`src/rtl/lcx_pkg.sv`:
```
// Shared types for the lifecycle transition sequencer.
// Assumes: state codes are the 4-bit state index repeated four times,
// which gives a minimum pairwise Hamming distance of 4.
package lcx_pkg;

    localparam int STATE_W = 16;
    localparam int CODE_W  = 3;

    typedef enum logic [STATE_W-1:0] {
        ST_RESET       = 16'h1111,
        ST_IDLE        = 16'h2222,
        ST_CLK_SWITCH  = 16'h3333,
        ST_CNT_BUMP    = 16'h4444,
        ST_CNT_WRITE   = 16'h5555,
        ST_LEGAL_CHK   = 16'h6666,
        ST_HASH        = 16'h7777,
        ST_WIPE        = 16'h8888,
        ST_TOK_LO      = 16'h9999,
        ST_TOK_HI      = 16'hAAAA,
        ST_STATE_WRITE = 16'hBBBB,
        ST_POST        = 16'hCCCC,
        ST_SCRAP       = 16'hDDDD,
        ST_ESCALATE    = 16'hEEEE,
        ST_INVALID     = 16'hFFFF
    } lcx_state_e;

    typedef enum logic [CODE_W-1:0] {
        FC_NONE        = 3'd0,
        FC_CNT_BUMP    = 3'd1,
        FC_CNT_WRITE   = 3'd2,
        FC_ILLEGAL     = 3'd3,
        FC_HASH        = 3'd4,
        FC_TOKEN       = 3'd5,
        FC_STATE_WRITE = 3'd6
    } lcx_fail_e;

endpackage

```
`src/rtl/lcx_tok_cmp.sv`:
```
// Token slice comparator.
// Splits the hashed token and its reference into NUM_PARTS equal slices and
// flags each slice that matches. Assumes TOKEN_W is a multiple of NUM_PARTS.
module lcx_tok_cmp #(
    parameter int TOKEN_W   = 64,
    parameter int NUM_PARTS = 2
) (
    input  logic [TOKEN_W-1:0]   hash_i,
    input  logic [TOKEN_W-1:0]   ref_i,
    output logic [NUM_PARTS-1:0] part_ok_o
);
    localparam int PART_W = TOKEN_W / NUM_PARTS;

    for (genvar p = 0; p < NUM_PARTS; p++) begin : g_part
        // One equality compare per slice
        assign part_ok_o[p] = (hash_i[p*PART_W +: PART_W] == ref_i[p*PART_W +: PART_W]);
    end
endmodule

```
`src/rtl/lcx_next.sv`:
```
// Next-state and failure-code logic for the sequencer.
// Purely combinational. Escalation beats every other input in the states
// that accept it. Any code outside the legal set maps to Invalid.
module lcx_next
    import lcx_pkg::*;
#(
    parameter int NUM_PARTS = 2
) (
    input  logic [STATE_W-1:0]   state_i,
    input  logic                 trans_req_i,
    input  logic                 scrap_req_i,
    input  logic                 trans_legal_i,
    input  logic                 wipe_need_i,
    input  logic                 clk_sw_ack_i,
    input  logic                 cnt_ok_i,
    input  logic                 prog_ack_i,
    input  logic                 prog_err_i,
    input  logic                 hash_valid_i,
    input  logic                 hash_err_i,
    input  logic                 wipe_ack_i,
    input  logic                 esc_i,
    input  logic [NUM_PARTS-1:0] part_ok_i,
    output logic [STATE_W-1:0]   state_d_o,
    output lcx_fail_e            fail_o
);
    localparam int LO = 0;
    localparam int HI = NUM_PARTS - 1;

    logic esc_takes;

    // States from which an escalation input is honoured
    always_comb begin
        case (state_i)
            ST_IDLE, ST_CLK_SWITCH, ST_CNT_BUMP, ST_CNT_WRITE, ST_LEGAL_CHK,
            ST_HASH, ST_WIPE, ST_TOK_LO, ST_TOK_HI, ST_STATE_WRITE,
            ST_POST, ST_INVALID: esc_takes = esc_i;
            default:             esc_takes = 1'b0;
        endcase
    end

    // Transition table with failure exits
    always_comb begin
        state_d_o = state_i;
        fail_o    = FC_NONE;
        if (esc_takes) begin
            state_d_o = ST_ESCALATE;
        end else begin
            case (state_i)
                ST_RESET: state_d_o = ST_IDLE;
                ST_IDLE: begin
                    if (scrap_req_i)      state_d_o = ST_SCRAP;
                    else if (trans_req_i) state_d_o = ST_CLK_SWITCH;
                end
                ST_CLK_SWITCH: begin
                    if (clk_sw_ack_i) state_d_o = ST_CNT_BUMP;
                end
                ST_CNT_BUMP: begin
                    if (cnt_ok_i) begin
                        state_d_o = ST_CNT_WRITE;
                    end else begin
                        state_d_o = ST_POST;
                        fail_o    = FC_CNT_BUMP;
                    end
                end
                ST_CNT_WRITE: begin
                    if (prog_ack_i) begin
                        if (prog_err_i) begin
                            state_d_o = ST_POST;
                            fail_o    = FC_CNT_WRITE;
                        end else begin
                            state_d_o = ST_LEGAL_CHK;
                        end
                    end
                end
                ST_LEGAL_CHK: begin
                    if (trans_legal_i) begin
                        state_d_o = ST_HASH;
                    end else begin
                        state_d_o = ST_POST;
                        fail_o    = FC_ILLEGAL;
                    end
                end
                ST_HASH: begin
                    if (hash_valid_i) begin
                        if (hash_err_i) begin
                            state_d_o = ST_POST;
                            fail_o    = FC_HASH;
                        end else begin
                            state_d_o = ST_WIPE;
                        end
                    end
                end
                ST_WIPE: begin
                    if (!wipe_need_i || wipe_ack_i) state_d_o = ST_TOK_LO;
                end
                ST_TOK_LO: begin
                    if (part_ok_i[LO]) begin
                        state_d_o = ST_TOK_HI;
                    end else begin
                        state_d_o = ST_POST;
                        fail_o    = FC_TOKEN;
                    end
                end
                ST_TOK_HI: begin
                    if (part_ok_i[HI]) begin
                        state_d_o = ST_STATE_WRITE;
                    end else begin
                        state_d_o = ST_POST;
                        fail_o    = FC_TOKEN;
                    end
                end
                ST_STATE_WRITE: begin
                    if (prog_ack_i) begin
                        state_d_o = ST_POST;
                        if (prog_err_i) fail_o = FC_STATE_WRITE;
                    end
                end
                ST_POST, ST_SCRAP, ST_ESCALATE, ST_INVALID: state_d_o = state_i;
                default: state_d_o = ST_INVALID;
            endcase
        end
    end
endmodule

```
`src/rtl/lcx_req_dec.sv`:
```
// Request decoder: maps the present state to the handshake requests
// toward the clock switch, the store, the hash engine and the flash.
// Assumes the state input is a legal codeword or an ignorable illegal one.
module lcx_req_dec
    import lcx_pkg::*;
(
    input  logic [STATE_W-1:0] state_i,
    input  logic               wipe_need_i,
    output logic               clk_sw_req_o,
    output logic               prog_req_o,
    output logic               hash_req_o,
    output logic               wipe_req_o
);
    // Decode each request from the state code
    always_comb begin
        clk_sw_req_o = (state_i == ST_CLK_SWITCH);
        prog_req_o   = (state_i == ST_CNT_WRITE) || (state_i == ST_STATE_WRITE);
        hash_req_o   = (state_i == ST_HASH);
        wipe_req_o   = (state_i == ST_WIPE) && wipe_need_i;
    end
endmodule

```
`src/rtl/lcx_seq_top.sv`:
```
// Lifecycle transition sequencer, top level.
// Holds the sparse state register and the sticky done / error / code flags,
// and wires the comparator, next-state logic and request decoder.
// Assumes all inputs are synchronous to clk_i; reset is synchronous, active low.
module lcx_seq_top
    import lcx_pkg::*;
#(
    parameter int TOKEN_W = 64
) (
    input  logic               clk_i,
    input  logic               rst_ni,
    input  logic               trans_req_i,
    input  logic               scrap_req_i,
    input  logic               trans_legal_i,
    input  logic               wipe_need_i,
    input  logic               clk_sw_ack_i,
    input  logic               cnt_ok_i,
    input  logic               prog_ack_i,
    input  logic               prog_err_i,
    input  logic               hash_valid_i,
    input  logic               hash_err_i,
    input  logic [TOKEN_W-1:0] hash_i,
    input  logic [TOKEN_W-1:0] token_ref_i,
    input  logic               wipe_ack_i,
    input  logic               esc0_i,
    input  logic               esc1_i,
    output logic [15:0]        state_o,
    output logic               clk_sw_req_o,
    output logic               prog_req_o,
    output logic               hash_req_o,
    output logic               wipe_req_o,
    output logic               done_o,
    output logic               err_o,
    output logic [2:0]         err_code_o
);
    localparam int NUM_PARTS = 2;

    logic [STATE_W-1:0]   state_q;
    logic [STATE_W-1:0]   state_d;
    lcx_fail_e            fail;
    logic [NUM_PARTS-1:0] part_ok;
    logic                 post_entry;
    logic                 done_q;
    logic                 err_q;
    logic [CODE_W-1:0]    code_q;

    lcx_tok_cmp #(
        .TOKEN_W   (TOKEN_W),
        .NUM_PARTS (NUM_PARTS)
    ) u_cmp (
        .hash_i    (hash_i),
        .ref_i     (token_ref_i),
        .part_ok_o (part_ok)
    );

    lcx_next #(
        .NUM_PARTS (NUM_PARTS)
    ) u_next (
        .state_i       (state_q),
        .trans_req_i   (trans_req_i),
        .scrap_req_i   (scrap_req_i),
        .trans_legal_i (trans_legal_i),
        .wipe_need_i   (wipe_need_i),
        .clk_sw_ack_i  (clk_sw_ack_i),
        .cnt_ok_i      (cnt_ok_i),
        .prog_ack_i    (prog_ack_i),
        .prog_err_i    (prog_err_i),
        .hash_valid_i  (hash_valid_i),
        .hash_err_i    (hash_err_i),
        .wipe_ack_i    (wipe_ack_i),
        .esc_i         (esc0_i | esc1_i),
        .part_ok_i     (part_ok),
        .state_d_o     (state_d),
        .fail_o        (fail)
    );

    lcx_req_dec u_req (
        .state_i      (state_q),
        .wipe_need_i  (wipe_need_i),
        .clk_sw_req_o (clk_sw_req_o),
        .prog_req_o   (prog_req_o),
        .hash_req_o   (hash_req_o),
        .wipe_req_o   (wipe_req_o)
    );

    // Flags latch only on the edge that enters post-transition
    assign post_entry = (state_d == ST_POST) && (state_q != ST_POST);

    // State register
    always_ff @(posedge clk_i) begin
        if (!rst_ni) state_q <= ST_RESET;
        else         state_q <= state_d;
    end

    // Sticky completion flags and failure code
    always_ff @(posedge clk_i) begin
        if (!rst_ni) begin
            done_q <= 1'b0;
            err_q  <= 1'b0;
            code_q <= FC_NONE;
        end else if (post_entry) begin
            done_q <= 1'b1;
            err_q  <= (fail != FC_NONE);
            code_q <= fail;
        end
    end

    assign state_o    = state_q;
    assign done_o     = done_q;
    assign err_o      = err_q;
    assign err_code_o = code_q;
endmodule

```
`config.mk`:
```
export PLATFORM = sky130hd
export DESIGN_NAME = lcx_seq_top
export DESIGN_NICKNAME = d
export VERILOG_FILES = /design/src/rtl/lcx_pkg.sv /design/src/rtl/lcx_tok_cmp.sv /design/src/rtl/lcx_next.sv /design/src/rtl/lcx_req_dec.sv /design/src/rtl/lcx_seq_top.sv
export SDC_FILE = /design/constraint.sdc
export NUM_CORES = 1
export LEC_CHECK = 0
export BUFFER_PORTS_ARGS = -buffer_cell sky130_fd_sc_hd__buf_2
export CAP_MARGIN = 20
export CORE_MARGIN = 10
export CORE_UTILIZATION = 35
export DETAILED_ROUTE_END_ITERATION = 6
export PLACE_DENSITY = 0.71
export SLEW_MARGIN = 20
export SYNTH_ARGS = -nofsm -noshare
export SYNTH_HDL_FRONTEND = slang
export SYNTH_HIERARCHICAL = 1
export SYNTH_SLANG_ARGS = --single-unit
```
`constraint.sdc`:
```
create_clock -name clk_i -period 4.22 [get_ports clk_i]
set_input_delay 0.422 -clock clk_i [delete_from_list [all_inputs] [get_ports clk_i]]
set_output_delay 0.422 -clock clk_i [all_outputs]
set_load 0.01 [all_outputs]
```
==> results of run 1 <==
registers in the layout, indices dropped and copies added, names as in the netlist:
name and cells:
done_o 1, err_o 1, err_code_o 3, state_o 16
worst paths after layout:
kind / cells after the start / slack, ns / from / to
worst max-delay path: 9 / 0.74 / state_o[13] / err_code_o[1]
worst min-delay path: 2 / 0.46 / err_code_o[0] / err_code_o[0]
worst max register to register: 9 / 0.74 / state_o[13] / err_code_o[1]
worst min register to register: 2 / 0.46 / err_code_o[0] / err_code_o[0]
Yosys cell counts (5+ instances only):
cell type,count
nand4_1,13
nor4_1,25
o21ai_0,5
o22ai_1,8
and4_1,5
nor2_1,8
nand2b_1,5
and2_1,13
nand2_1,18
a21oi_1,7
clkbuf_1,7
dfxtp_1,21
xor2_1,64
nand3_1,5
nor3_1,6
worst max-delay path: stages, from the launching register on:
cell	delay, ns
dfxtp_1	0.47
nand4_1	0.54
a2111oi_4	0.50
a31oi_2	0.11
a41oi_2	0.65
nand4bb_1	0.24
and4bb_1	0.24
nand4_2	0.12
a41oi_4	0.30
mux2i_1	0.22
metal layers:
metal  GRT usage (%)  up-vias  part of all wire (%)
met2            31.7      184                    49
li1                -     1446                     -
met5               0        -                     0
met4            3.74        0                   1.5
met3            6.37       16                    11
met1            19.5     1360                    38
cell type report:
type	count	share of cell area, %
sequential	21	12.5
clock inverter	1	0.149
multi-input combinational	250	56.9
tap	80	2.98
clock buffer	3	1.23
inverter	3	0.335
timing repair buffer	172	26.0
cell families after synthesis:
kind of cell	Yosys count
mux	4
buf+inv	15
simple gates	132
compound gates	50
xor+xnor	64
flops	21
per-stage QoR:
step,util (%),hold slack [ns],setup WS [ns],total power [mW],area [um^2]
final,50.1,0.460,0.742,0.514,3360
after global routing,50.1,0.488,0.487,0.551,3360
after CTS,50.1,0.465,0.793,0.518,3360
after detailed placement,49.4,0.451,0.837,0.388,3320
after global placement,49.4,0.443,0.965,0.383,3320
after floorplan,-,0.479,1.26,0.288,2400
power groups by stage:
stage,clock network (mW),registers (mW),logic [mW]
after floorplan,0,0.222,0.0661
after global placement,0,0.221,0.162
after detailed placement,0,0.223,0.165
after CTS,0.134,0.218,0.166
after global routing,0.147,0.220,0.183
final,0.131,0.219,0.165
==> results by group, run 1 <==
Cells and area
  – Register area: around 420 um^2
  – Most frequent cells in the layout: buf_2, xor2_1, nor4_1
  – Syn-to-layout area delta: 39.9%
  – Non-filler cells, final: 530
  – Ratio of cells with drive above 1 in the final layout: between 40 and 50%
  – Most common cell after layout, fill and taps aside: buf_2
  – Fill cells: 650
  – N_diodes: 0
  – Area of the multi-input gates: approximately 0.0019 mm^2
  – Final nets: between 500 and 600

Drt
  – Post-DRT Antenna Nets: 0
  – DRT Pass-1 Iters: 4
  – Vias after detailed routing: approximately 3000
  – Remaining DRCs: 0
  – DRT iter0 DRCs: roughly 280
  – Routed wire length: a little under 10000 um
  – WL per Instance: ~18 um
  – Vias per cell: roughly 5.7

Floorplanning
  – Initial Util: between 30% and 40%
  – Die area: roughly 0.011 mm^2
  – # rows: 30
  – Core Footprint: between 0.006 and 0.007 mm^2
  – Chip width: 103 um
  – Chip height: 103 um
  – # IOs: between 150 and 200

Power
  – Switching pwr: ~150 uW
  – Sequential share of power: a little over two fifths
  – Pleak: between 1 and 1.5 nW
  – Switching share of power: a little under a third
  – Pwr Density: approximately 150 mW/mm^2
  – P_int: 360 uW
  – Worst vdd ir: about 0.1 mV
  – Clk pwr share: 25.4%
  – Combinational fraction of design power: 32.1%

Global routing
  – Global-route wire length before repair: ~15000 um
  – Largest net degree at the start of global routing: 26
  – Initial antenna violation count: 0
  – Vias in the first global route: around 3200
  – Gr usage total: roughly 18%
  – Grt ovf: 0

Timing
  – Min Clock Period, post-route: about 3.5 ns
  – Relative slew slack: a little under two fifths
  – Final Hold Vio Count: 0
  – Period utilization: 82.4%
  – Worst-Margin Slew: between 0.9 and 1 ns
  – Final setup fails: 0
  – RSZ-0062 raised after global routing: no
  – Setup tns final: 0 ns
  – Fin. max-slew vios: 0
  – Fmax: roughly 0.29 GHz
  – Worst Skew: roughly 0.0037 ns

Synth
  – Cell taking the most area after synthesis: xor2_1
  – Warnings from Yosys: 6
  – Synth Area in Compound Gates: 16.8%
  – Main combinational cell family by area after synthesis: simple AND/OR/NAND/NOR gates
  – Adder-Cell Fraction of Synth Area: 0%
  – Simple-Gate Fraction of Synth Area: between 30% and 40%
  – Mapped Area: between 0.002 and 0.0025 mm^2
  – Syn Area/Cell: between 8 and 9 um^2
  – Mux share of post-synthesis cell area: 1.66%
  – Net count after synthesis: approximately 430
  – Yosys top cell area share: between 20% and 30%
  – XOR/XNOR Fraction of Synth Area: between 20% and 30%
  – Synth unique cells: between 50 and 60
  – Yosys reg bits: 21
  – Ranking of synthesized cells by area: xor2_1, dfxtp_1, nor4_1
  – Post-synth EDFFs: 0
  – Syn Inst Count: around 290
  – Sequential fraction of the synthesis area: around 17%
  – Most used DFF post-synth: dfxtp_1
  – Ys async rst share: 0%

Clocking
  – CTS sink cnt: 21
  – Post-cts resize count: 0
  – Root buffer cell: clkbuf_8
  – CTS H-Tree Depth: 1
  – CTS tree: yes
  – Reg clk slew, reported paths: roughly 0.080 ns
  – Hold_buf cts: 0
  – Clock Latency Late Sink: between 0.2 and 0.3 ns
  – Postcts setup bufs: 0
  – TritonCTS Buffers: 3
  – Deepest clock path buffer count: 2

Hold path
  – Hold WC Path Type: flop to flop

Placed design
  – HPWL after DPL: between 8000 and 9000 um
  – Port-buffer cells: around 170
  – DP Cell Count: about 530
  – GPL Wtd Cong: 1.00

Job
  – Max_cap viols: 0

Setup path
  – Crit Path Max Fanout: 19
  – Req. time, crit path: around 4.4 ns
  – Crit end category: flop
  – Critical path data arrival time: about 3.7 ns
  – Critical path class: flop to flop
  – Critical Path Start Type: flop

Status
  – Status: completed
Note: power is estimated with default switching activity, not from simulation.
==> run 2, diff against run 1 <==
==> constraint.sdc (replaced) <==
create_clock -name clk_i -period 3.55 [get_ports clk_i]
set_input_delay 0.355 -clock clk_i [delete_from_list [all_inputs] [get_ports clk_i]]
set_output_delay 0.355 -clock clk_i [all_outputs]
set_load 0.01 [all_outputs]
==> results by group, run 2 (synthesis gave the netlist of run 1 again) <==
Global routing
  – Initial antenna violation count: 1
  – Gr usage total: 17.3%
  – Global-route wire length before repair: ~15000 um
  – Largest net degree at the start of global routing: 26
  – Grt ovf: 0
  – Vias in the first global route: about 3200

Clocking
  – Clock Latency Late Sink: 0.26 ns
  – CTS H-Tree Depth: 1
  – Deepest clock path buffer count: 2
  – Hold_buf cts: 0
  – Reg clk slew, reported paths: around 0.07 ns
  – CTS sink cnt: 21
  – CTS tree: yes
  – Post-cts resize count: 0
  – TritonCTS Buffers: 3
  – Root buffer cell: clkbuf_8

Setup path
  – CP max-delay cell: or4_1
  – Flop2flop setup slack: about 0.25 ns
  – Crit end category: flop
  – Worst reg-to-reg path cell count: 10
  – Crit-path max cell delay: 0.71 ns
  – Cell Chain, Critical Path: or4_1 > nor2_1 > o21ai_0 > a41oi_2 > buf_4 > a41oi_1 > and4bb_2 > nand4_2 > a41oi_4 > mux2i_1
  – Crit-path leading delay family: simple AND/OR/NAND/NOR gates
  – Critical path data arrival time: around 3.5 ns
  – Crit Path Max Fanout: 10
  – Instance count on the critical path: 10
  – Buffers & Inverters on Critical Path: 1
  – Critical Path Start Type: flop
  – Critical path class: flop to flop
  – Req. time, crit path: 3.73 ns

Placed design
  – Placed inst area: roughly 0.0034 mm^2
  – GPL Wtd Cong: roughly 0.97
  – DP Cell Count: about 540
  – Port-buffer cells: about 170
  – HPWL after DPL: 8300 um
  – Pre-CTS WS: about 0.032 ns

Drt
  – DRT iter0 DRCs: about 300
  – Vias after detailed routing: ~3000
  – WL per Instance: around 18 um
  – Routed wire length: approximately 9500 um
  – DRT Pass-1 Iters: 5
  – Remaining DRCs: 0
  – Post-DRT Antenna Nets: 0
  – Vias per cell: around 5.5

Cells and area
  – Max FFs per register: 16
  – Most frequent cells in the layout: buf_2, xor2_1, nor4_1
  – Area of the multi-input gates: around 0.0019 mm^2
  – Fin util: around half
  – Most common cell after layout, fill and taps aside: buf_2
  – Register area: 420 um^2
  – N_diodes: 0
  – Non-filler cells, final: about 540
  – Design area: 0.00345 mm^2
  – Ratio of cells with drive above 1 in the final layout: a little over two fifths
  – Syn-to-layout area delta: 43.4%
  – Fill cells: between 600 and 700
  – Final nets: approximately 610

Floorplanning
  – # IOs: between 150 and 200
  – Die area: ~0.011 mm^2
  – # rows: 30
  – Initial Util: approximately 36%
  – Chip width: between 100 and 150 um
  – Core Footprint: between 0.006 and 0.007 mm^2
  – Chip height: between 100 and 150 um

Timing
  – RSZ-0062 raised after global routing: no
  – Final Hold Vio Count: 0
  – Worst Skew: 0.000822 ns
  – Worst-Margin Slew: 0.845 ns
  – Setup tns final: 0 ns
  – Min Clock Period, post-route: between 3 and 4 ns
  – Period utilization: between 90% and 100%
  – Fmax: just over 0.3 GHz
  – Hold Slack: roughly 0.45 ns
  – Final Worst Setup Slack: between 0.2 and 0.25 ns
  – Fin. max-slew vios: 0
  – Relative slew slack: a little over two fifths
  – Final setup fails: 0

Status
  – Status: completed

Job
  – Max_cap viols: 0

Power
  – Worst vdd ir: 0.124 mV
  – Pwr Density: between 150 and 200 mW/mm^2
  – Post-route total power: roughly 610 uW
  – Pleak: between 1.5 and 2 nW

Hold path
  – Hold WC Path Type: input pin to flop
  – Hold Path Cell Cnt: 2
[run 2: cell types whose count changed in the layout (fill, tap and decap cells not counted)]
cell,delta
a2111oi_0,-1
a2111oi_1,+1
buf_4,+11
[run 2: area by class of cell]
| cell class | count | share of cell area [%] |
|---|---|---|
| Timing Repair Buffer | 183 | 27.7 |
| Sequential cell | 21 | 12.2 |
| Multi-Input combinational cell | 250 | 55.5 |
| Clock inverter | 1 | 0.145 |
| Clock buffer | 3 | 1.20 |
| Tap cell | 80 | 2.90 |
| Inverter | 3 | 0.327 |
[run 2: worst paths after layout]
check,start,to
worst max-delay path,state_o[3],err_o
worst min-delay path,rst_ni,state_o[8]
worst max register to register,state_o[3],err_o
worst min register to register,err_code_o[2],err_code_o[2]
[run 2: power by group]
part / internal, mW / total [mW] / switching [mW] / leakage [nW]
logic: 0.109 / 0.198 / 0.0894 / 1.34
clock network: 0.0781 / 0.151 / 0.0734 / 0.0255
registers: 0.243 / 0.259 / 0.0164 / 0.174
total: 0.430 / 0.609 / 0.179 / 1.54
[run 2: repair_timing]
item,CTS,global route
endpoints found under the hold margin,0,0
setup endpoints to repair,0,4
setup buffers,0,2
[run 2: metal layers]
| layer | part of all wire, % | routed length [um] | vias to the layer above | global-route usage (%) |
|---|---|---|---|---|
| li1 | - | - | 1465 | - |
| met1 | 38 | 3600 | 1345 | 19.0 |
| met2 | 50 | 4770 | 167 | 31.8 |
| met3 | 11 | 1020 | 17 | 6.10 |
| met4 | 0.96 | 91 | 2 | 2.57 |
| met5 | 0.14 | 13 | - | 0 |
==> run 3, diff against run 2 <==
--- a/config.mk
+++ b/config.mk
@@ -11,6 +11,7 @@
 export CORE_UTILIZATION = 35
 export DETAILED_ROUTE_END_ITERATION = 6
 export PLACE_DENSITY = 0.71
+export SETUP_SLACK_MARGIN = 0.4
 export SLEW_MARGIN = 20
 export SYNTH_ARGS = -nofsm -noshare
 export SYNTH_HDL_FRONTEND = slang
==> results by group, run 3 (synthesis gave the netlist of run 1 again) <==
Global routing
  – Grt peak-use layer: met2
  – Global-route wire length before repair: 15100 um
  – Vias in the first global route: approximately 3200
  – Gr usage total: 17.4%
  – Met2 Usage GRT: 31.9%
  – Initial antenna violation count: 1
  – Largest net degree at the start of global routing: 26
  – Grt ovf: 0
  – Global routing met3 resource utilization: about 6.1%
  – M1 GR Usage: about a fifth

Clocking
  – Hold_buf cts: 0
  – Deepest clock path buffer count: 2
  – Reg clk slew, reported paths: approximately 0.07 ns
  – Root buffer cell: clkbuf_8
  – CTS sink cnt: 21
  – Clock Latency Late Sink: between 0.2 and 0.3 ns
  – TritonCTS Buffers: 3
  – CTS H-Tree Depth: 1
  – CTS tree: yes

Setup path
  – Reg-to-Reg End: done_o
  – Worst reg-to-reg path cell count: 9
  – Critical path data arrival time: ~3.1 ns
  – Crit end category: flop
  – Critical path class: flop to flop
  – Flop2flop setup slack: 0.56 ns
  – Crit Path Max Fanout: 9
  – Worst reg2reg path startpoint: state_o[7]
  – Critical Path Start Type: flop
  – Req. time, crit path: between 3 and 4 ns

Timing
  – Min Clock Period, post-route: ~3 ns
  – RSZ-0062 raised after global routing: no
  – Fmax: 0.335 GHz
  – Final setup fails: 0
  – Final Hold Vio Count: 0
  – Setup tns final: 0 ns
  – Period utilization: a little over four fifths
  – Relative slew slack: between 60% and 70%
  – Worst-Margin Slew: 0.558 ns
  – Final Worst Setup Slack: approximately 0.56 ns
  – Worst Skew: 0.00272 ns
  – Fin. max-slew vios: 0

Hold path
  – Hold WC Path Type: input pin to flop
  – Hold Path Cell Cnt: 2
  – HP Start: rst_ni
  – Min-Delay Endpoint: state_o[4]

Job
  – Max_cap viols: 0

Cells and area
  – Ratio of cells with drive above 1 in the final layout: approximately 46%
  – Final nets: 606
  – Syn-to-layout area delta: 45.2%
  – Fill cells: 626
  – N_diodes: 0
  – Max FFs per register: 16
  – Most common cell after layout, fill and taps aside: buf_2
  – Most frequent cells in the layout: buf_2, xor2_1, nor4_1

Power
  – Pwr Density: 175 mW/mm^2
  – Pleak: 1.54 nW
  – Worst vdd ir: roughly 0.12 mV

Placed design
  – GPL Wtd Cong: just under 1
  – HPWL after DPL: 8300 um
  – Pre-CTS WS: approximately 0.032 ns
  – Port-buffer cells: between 150 and 200

Floorplanning
  – Core Footprint: 0.00672 mm^2
  – Chip width: 103 um
  – Chip height: 103 um
  – # rows: 30
  – # IOs: approximately 170
  – Die area: 0.0106 mm^2
  – Initial Util: between 30% and 40%

Drt
  – WL per Instance: about 17 um
  – DRT Pass-1 Iters: 4
  – Post-DRT Antenna Nets: 0
  – Vias per cell: ~5.5
  – Vias after detailed routing: between 2000 and 3000
  – DRT iter0 DRCs: 284
  – Routed wire length: roughly 9500 um
  – Remaining DRCs: 0

Status
  – Status: completed
## run 3: cell count changes in the layout (fill, tap and decap cells not counted), moves of 2 or more
| cell | delta |
|---|---|
| dfxtp_1 | -4 |
| dfxtp_2 | +4 |
| or4_1 | -2 |
| nor2_1 | -2 |
| or4_4 | +2 |
## run 3: worst max-delay path by stage
stage | start | end | slack, ns | cells past startpoint
global placement | token_ref_i[24] | done_o | 0.21 | 12
floorplan | state_o[2] | err_code_o[0] | 0.59 | 10
finish | state_o[7] | done_o | 0.56 | 9
global route | state_o[8] | err_o | 0.41 | 10
detailed placement | token_ref_i[24] | done_o | 0.03 | 12
CTS | state_o[13] | err_o | 0.38 | 10
## run 3: where the power goes
group | internal (mW) | switching (mW) | leakage, nW | total [mW]
Combinational | 0.110 | 0.0898 | 1.34 | 0.200
Clock | 0.0781 | 0.0741 | 0.0255 | 0.152
Sequential | 0.244 | 0.0169 | 0.174 | 0.261
## run 3: timing repair
item	4_1_cts	5_1_grt
pin swaps	1	5
setup buffers	1	2
resized for setup	2	11
setup endpoints to repair	5	5
## run 3: stage by stage
step | total power [mW] | cells | util, % | hold WS, ns | area (um^2)
after global placement | 0.459 | 535 | 50.4 | 0.448 | 3390
after global routing | 0.649 | 542 | 52.0 | 0.466 | 3490
after floorplan | 0.343 | 286 | - | 0.428 | 2400
after detailed placement | 0.463 | 535 | 50.4 | 0.446 | 3390
after CTS | 0.612 | 540 | 51.2 | 0.445 | 3440
final | 0.613 | 542 | 52.0 | 0.449 | 3490
## run 3: layer usage
layer | vias to the layer above | part of all wire [%]
met5 | - | 0.14
li1 | 1469 | -
met2 | 166 | 50
met4 | 2 | 1.1
met1 | 1322 | 38
met3 | 13 | 11
## run 3: worst max-delay path, cell delays in order, from the launching register on
cell and delay [ns]:
dfxtp_1 0.40, or4_4 0.62, o41ai_1 0.35, and4_1 0.31, o21ai_0 0.22, a41oi_1 0.33
and4bb_1 0.25, nand4_2 0.11, a41oi_4 0.07, o21a_1 0.22
## run 3: layout make-up
class                      instances  area, um^2  area share [%]
multi-input combinational        250        1940            55.6
clock inverter                     1        5.00           0.143
clock buffer                       3        41.3            1.18
sequential                        21         425            12.2
tap                               80         100            2.87
timing repair buffer             184         967            27.7
inverter                           3        11.3           0.322
